## config.mk

```make
export PLATFORM = sky130hd
export DESIGN_NAME = or_approx_adder
export DESIGN_NICKNAME = d
export VERILOG_FILES = /design/src/rtl/orad_pkg.sv /design/src/rtl/orad_exact_chunk.sv /design/src/rtl/orad_or_chunk.sv /design/src/rtl/orad_stage_dec.sv /design/src/rtl/or_approx_adder.sv
export SDC_FILE = /design/constraint.sdc
export NUM_CORES = 1
export LEC_CHECK = 0
export ABC_AREA = 1
export BUFFER_PORTS_ARGS = -buffer_cell sky130_fd_sc_hd__buf_2
export CORE_MARGIN = 3
export CORE_UTILIZATION = 35
export DETAILED_ROUTE_END_ITERATION = 10
export GPL_TIMING_DRIVEN = 1
export PLACE_DENSITY_LB_ADDON = 0.05
export SLEW_MARGIN = 20
export SYNTH_ARGS = -nofsm -noshare
export SYNTH_HDL_FRONTEND = slang
export SYNTH_SLANG_ARGS = --single-unit
```

## constraint.sdc

```tcl
create_clock -name vclk -period 4.9
set_input_delay 0.49 -clock vclk [all_inputs]
set_output_delay 0.49 -clock vclk [all_outputs]
set_load 0.05 [all_outputs]
```

## src/rtl/orad_pkg.sv

```systemverilog
package orad_pkg;
    localparam int ORAD_WIDTH = 16;
    localparam int ORAD_CHUNK = 4;

    // Number of chunks below the top that can be approximated
    function automatic int apx_chunks(input int width, input int chunk);
        return (width / chunk) - 1;
    endfunction

    // Chunk idx (0 = least significant) is corrected when the count reaches it
    function automatic logic chunk_is_exact(input int idx, input int napx, input int count);
        return (idx >= napx) || (count >= (napx - idx));
    endfunction

    typedef enum logic [0:0] {
        CH_APPROX = 1'b0,
        CH_EXACT  = 1'b1
    } chunk_mode_e;
endpackage

```

## src/rtl/orad_exact_chunk.sv

```systemverilog
module orad_exact_chunk #(
    parameter int W = 4
) (
    input  logic [W-1:0] a,
    input  logic [W-1:0] b,
    input  logic         cin,
    output logic [W-1:0] sum,
    output logic         cout
);
    logic [W:0] total;

    always_comb begin
        total = {1'b0, a} + {1'b0, b} + {{W{1'b0}}, cin};
        sum   = total[W-1:0];
        cout  = total[W];
    end
endmodule

```

## src/rtl/orad_or_chunk.sv

```systemverilog
module orad_or_chunk #(
    parameter int W = 4
) (
    input  logic [W-1:0] a,
    input  logic [W-1:0] b,
    output logic [W-1:0] sum
);
    always_comb sum = a | b;
endmodule

```

## src/rtl/orad_stage_dec.sv

```systemverilog
module orad_stage_dec
    import orad_pkg::*;
#(
    parameter int NAPX  = 3,
    parameter int STG_W = 2
) (
    input  logic [STG_W-1:0] stages,
    output chunk_mode_e      mode [NAPX]
);
    for (genvar i = 0; i < NAPX; i++) begin : g_dec
        always_comb
            mode[i] = chunk_is_exact(i, NAPX, int'(stages)) ? CH_EXACT : CH_APPROX;
    end
endmodule

```

## src/rtl/or_approx_adder.sv

```systemverilog
module or_approx_adder
    import orad_pkg::*;
#(
    parameter int WIDTH = ORAD_WIDTH,
    parameter int CHUNK = ORAD_CHUNK,
    localparam int NCHUNK = WIDTH / CHUNK,
    localparam int NAPX   = NCHUNK - 1,
    localparam int STG_W  = $clog2(NAPX + 1)
) (
    input  logic [WIDTH-1:0] a_in,
    input  logic [WIDTH-1:0] b_in,
    input  logic [STG_W-1:0] stages,
    output logic [WIDTH-1:0] sum_out,
    output logic             carry_out
);
    chunk_mode_e       mode [NAPX];
    logic [NCHUNK-1:0] ch_carry;

    orad_stage_dec #(.NAPX(NAPX), .STG_W(STG_W)) u_dec (
        .stages (stages),
        .mode   (mode)
    );

    for (genvar i = 0; i < NCHUNK; i++) begin : g_chunk
        localparam int LO = i * CHUNK;
        logic             cin_w;
        logic [CHUNK-1:0] ex_sum;
        logic             ex_cout;

        if (i == 0) begin : g_cin0
            assign cin_w = 1'b0;
        end else begin : g_cinn
            assign cin_w = ch_carry[i-1];
        end

        orad_exact_chunk #(.W(CHUNK)) u_exact (
            .a    (a_in[LO +: CHUNK]),
            .b    (b_in[LO +: CHUNK]),
            .cin  (cin_w),
            .sum  (ex_sum),
            .cout (ex_cout)
        );

        if (i == NCHUNK - 1) begin : g_top
            assign sum_out[LO +: CHUNK] = ex_sum;
            assign ch_carry[i]          = ex_cout;
        end else begin : g_low
            logic [CHUNK-1:0] or_sum;
            orad_or_chunk #(.W(CHUNK)) u_or (
                .a   (a_in[LO +: CHUNK]),
                .b   (b_in[LO +: CHUNK]),
                .sum (or_sum)
            );
            // An approximate chunk emits no carry upward
            assign sum_out[LO +: CHUNK] = (mode[i] == CH_EXACT) ? ex_sum : or_sum;
            assign ch_carry[i]          = (mode[i] == CH_EXACT) ? ex_cout : 1'b0;
        end
    end

    assign carry_out = ch_carry[NCHUNK-1];
endmodule

```

# == Word-level counts from Yosys, hierarchy flattened ==
# Cells that the tools add are included.
# classes
add_sub_neg,7
order_cmp,3
mux,9
n_bitwise,3
# ops
cell,n
adder 4 x 4 -> 5 bit,4
adder 5 x 1 -> 5 bit,3
two-way mux 4 bit,3
bitwise OR 4 bit,3
two-way mux 1 bit,6
>= comparator 2 bit (second input constant),2
>= comparator 2 x 1 -> 1 bit (second input constant),1
# totals
word_cells,22
input_bits,34
reg_bits,0
out_inout_bits,17

# == Depth between registers and ports, before layout ==
# depth
ltp_word,8
depth_mapped,19
ltp_nobuf,19

# == Hierarchy ==
# A second synthesis with hierarchy kept.
# hier_totals
cells_unflattened,184
hier_area_um2,975.9
# by_module_without_submodules
mod,cells_each,seq_area_each_um2,area_per_inst_um2,n_inst
orad_exact_chunk at g_chunk[0].u_exact ...,25,0.0,165.2,3
or_approx_adder,46,0.0,172.7,1
orad_exact_chunk at g_chunk[2].u_exact,21,0.0,150.1,1
orad_or_chunk,12,0.0,45.0,3
orad_stage_dec,6,0.0,22.5,1

# == Least setup slack after synthesis ==
# No wires, ideal clock.
# synth_timing
path_type,input to output
start,in a_in[0]
end,out sum_out[14]
arrival_time_ns,4.932
cell_stages,18
path_buffers,0
t_required_ns,4.410
setup_slack_ns,-0.522
path_cell_list,ha_1 -> fa_1 -> nand3_1 -> a21oi_1 -> fa_1 -> fa_1 -> nand2_1 -> a21oi_1 -> o21a_1 -> fa_1 -> fa_1 -> nand2_1 -> a21oi_1 -> nor2_1 -> nor2_1 -> fa_1 -> fa_1 -> xor2_1
# synth_via
elab_chain_len,7
# synth_lines
element,line,source
"start, declared",or_approx_adder.sv:10,"input logic [WIDTH-1:0] a_in,"
adder 4 x 4 -> 5 bit,orad_exact_chunk.sv:13,"total = {1'b0, a} + {1'b0, b} + {{W{1'b0}}, cin};"
two-way mux 1 bit,or_approx_adder.sv:56,assign ch_carry[i] = (mode[i] == CH_EXACT) ? ex_cout : 1'b0;
adder 5 x 1 -> 5 bit,orad_exact_chunk.sv:13,
two-way mux 1 bit,or_approx_adder.sv:56,
adder 5 x 1 -> 5 bit,orad_exact_chunk.sv:13,
two-way mux 1 bit,or_approx_adder.sv:56,
adder 5 x 1 -> 5 bit,orad_exact_chunk.sv:13,
"end, declared",or_approx_adder.sv:13,"output logic [WIDTH-1:0] sum_out,"
# Every way passes these cells.

# == Worst setup path in the final report ==
# Same ends and word-level chain as after synthesis.

==> results.json <==
{
  "syn-num-nets": 201,
  "grt_pass1_vias": 1076,
  "ff_latch_area_um2": 0,
  "coreArea_um2": 2360,
  "nNetsFinal": 265,
  "avgViaCountPerCell": 4.72,
  "wl_um": 2260,
  "die_x_um": 57.4,
  "syn_inst": 135,
  "antenna_found_initial": 0,
  "postCtsHoldBufs": 0,
  "antennaDiodeCount": 0,
  "drtIter0Drc": 11,
  "setup_viol": 0,
  "placed_area_um2": 1300,
  "yosysWarnings": 0,
  "start_kind": "input pin",
  "slowest_stage": "fa_2",
  "finalCriticalPeriod_ns": 4.88,
  "design_area_um2": 1430,
  "initial_core_util_pct": 39.1,
  "seq_area_frac_synth_pct": 0,
  "p_per_area_nw_per_um2": 154,
  "dieArea_um2": 3290,
  "cap_violations": 0,
  "fmax_ghz": 0.205,
  "vias": 1063,
  "drt_pre_antenna_iters": 4,
  "tightest_slew_ns": 0.258,
  "rows": 17,
  "hp-class": "in2out",
  "synth.cell_area_um2": 923,
  "chipHeight_um": 57.4,
  "critical_path.max_stage_delay_ns": 0.41,
  "dp.cells": 221,
  "dp_hpwl_um": 1930,
  "grt_pass1_wl_um": 4000,
  "ir_drop_uv": 106,
  "yosysUniqueCellTypes": 20,
  "rsz0062_at_grt": "yes",
  "report.power.total_uw": 220,
  "n_clock_buffer": 0,
  "arrival_ns": 4.39,
  "finalNonFillerCells": 225,
  "outcome": "completed",
  "fill_cells": 243,
  "hold_viol": 0,
  "leakage_uw": 0.000843,
  "path_cells": "buf_8, ha_4, fa_2, nand3_2, a21oi_2, fa_2, fa_2, nand2_2, a21oi_2, o21a_1, fa_2, fa_2, nand2_2, a21oi_2, nor2_1, nor2_1, fa_2, fa_2, xor2_4, buf_6",
  "ant_nets": 0,
  "utilization_pct": 60.4,
  "worst_ep_required_time_ns": 4.41,
  "criticalPathCategory": "in2out",
  "slew_headroom_pct": 82.8,
  "drcViolationCount": 0,
  "finalMaxSlewViolations": 0,
  "crit_top_cell": "fa_2",
  "syn_area_per_cell_um2": 6.84,
  "numPortBuffers": 51,
  "grt_max_degree": 11,
  "seq_cells": 0,
  "grt_overflow": 0,
  "whs_ns": 1.45,
  "worstSetupEndpointType": "output port",
  "drive_above_1_share_pct": 44.2,
  "syn2layout_area_growth_pct": 54.3,
  "finalWeightedCongestion": 0.808,
  "cp_max_fo": 2,
  "grtUsageTotal_pct": 14.2,
  "wl_per_cell_um": 10.1,
  "post-route-period-util_pct": 99.6,
  "ios": 51
}
[metal layers]
metal | share of wire [%] | vias to the layer above | global-route usage, %
met4 | 0 | 0 | 0
met3 | 8.2 | 0 | 2.26
met1 | 34 | 493 | 14.0
met5 | 0 | - | 0
li1 | - | 539 | -
met2 | 58 | 31 | 31.1
[area by class of cell]
cell class	instances	area, um2	share of cell area (%)
multi-input cells	104	885	62.1
repair buffers	63	390	27.4
inverters	30	115	8.08
well taps	28	35.0	2.46
[repair_timing]
item | 4_1_cts | 5_1_grt
endpoints found under the setup margin | 4 | 4
cloned | 0 | 0
pin swaps | 2 | 2
resized for setup | 19 | 8
buffers inserted | 2 | 2
[cells in the final DEF (no fill, tap or decap)]
cell and instances:
nand3b_1 1, nand3_1 5, nor2_2 1, buf_4 12, nand2_2 4, a21oi_2 3, or2_2 1, ha_4 1
buf_8 2, nand3_2 2, xor2_2 1, a21oi_1 3, nand2_4 1, o22ai_1 3, o21a_1 1, ha_1 24
fa_2 7, buf_6 4, inv_4 1, xor2_4 1, nand4_1 1, buf_2 45, inv_1 28, or2_1 4
o21ai_0 6, nand2_1 27, nor2_1 7, inv_2 1
[synthesized netlist by cell type]
master,number,share of area [%]
a21oi_1,6,3.3
buf_6,1,1.2
fa_1,7,15
ha_1,25,34
inv_1,28,11
inv_2,1,0.41
inv_4,1,0.68
nand2_1,31,13
nand2_4,1,1.2
nand3_1,7,3.8
nand3b_1,1,0.81
nand4_1,1,0.68
nor2_1,7,2.8
nor2_2,1,0.68
o21a_1,1,0.81
o21ai_0,6,3.3
o22ai_1,3,2.0
or2_1,4,2.7
or2_2,1,0.68
xor2_1,2,1.9
[report_power, final]
group / switching (uW) / internal, uW
combinational: 141 / 79.5
clock: 0 / 0
sequential: 0 / 0
total: 141 / 79.5
[worst paths after layout]
path / from / depth (start not counted) / end / slack [ns]
setup / recovery: a_in[0] / 20 / sum_out[14] / 0.02
hold / removal: b_in[13] / 3 / sum_out[13] / 1.45
[cell families (layout without fill, tap and decap cells)]
kind of cell	after synthesis	count (layout)	share of synthesized area, %
xor gates and xnor gates	2	2	1.90
AOI/OAI and AO/OA	16	16	9.35
adders and majority gates	32	32	49.1
and+or+nand+nor	54	54	26.0
buffers and inverters	31	93	13.7
[critical path, delay by kind of cell]
family,cells,cell delay [ns]
adders and majority gates,8,2.70
AOI/OAI and AO/OA,4,0.34
and+or+nand+nor,5,0.40
buffers and inverters,2,0.26
xor gates and xnor gates,1,0.20
[per-stage QoR]
stage	setup WS, ns	setup TNS [ns]
detailed placement	-0.386	-1.11
global placement	-0.321	-0.864
CTS	0.0240	0
finish	0.0182	0
global route	-0.164	-0.490
floorplan	-0.0435	-0.0435
(Power assumes the default switching activity.)
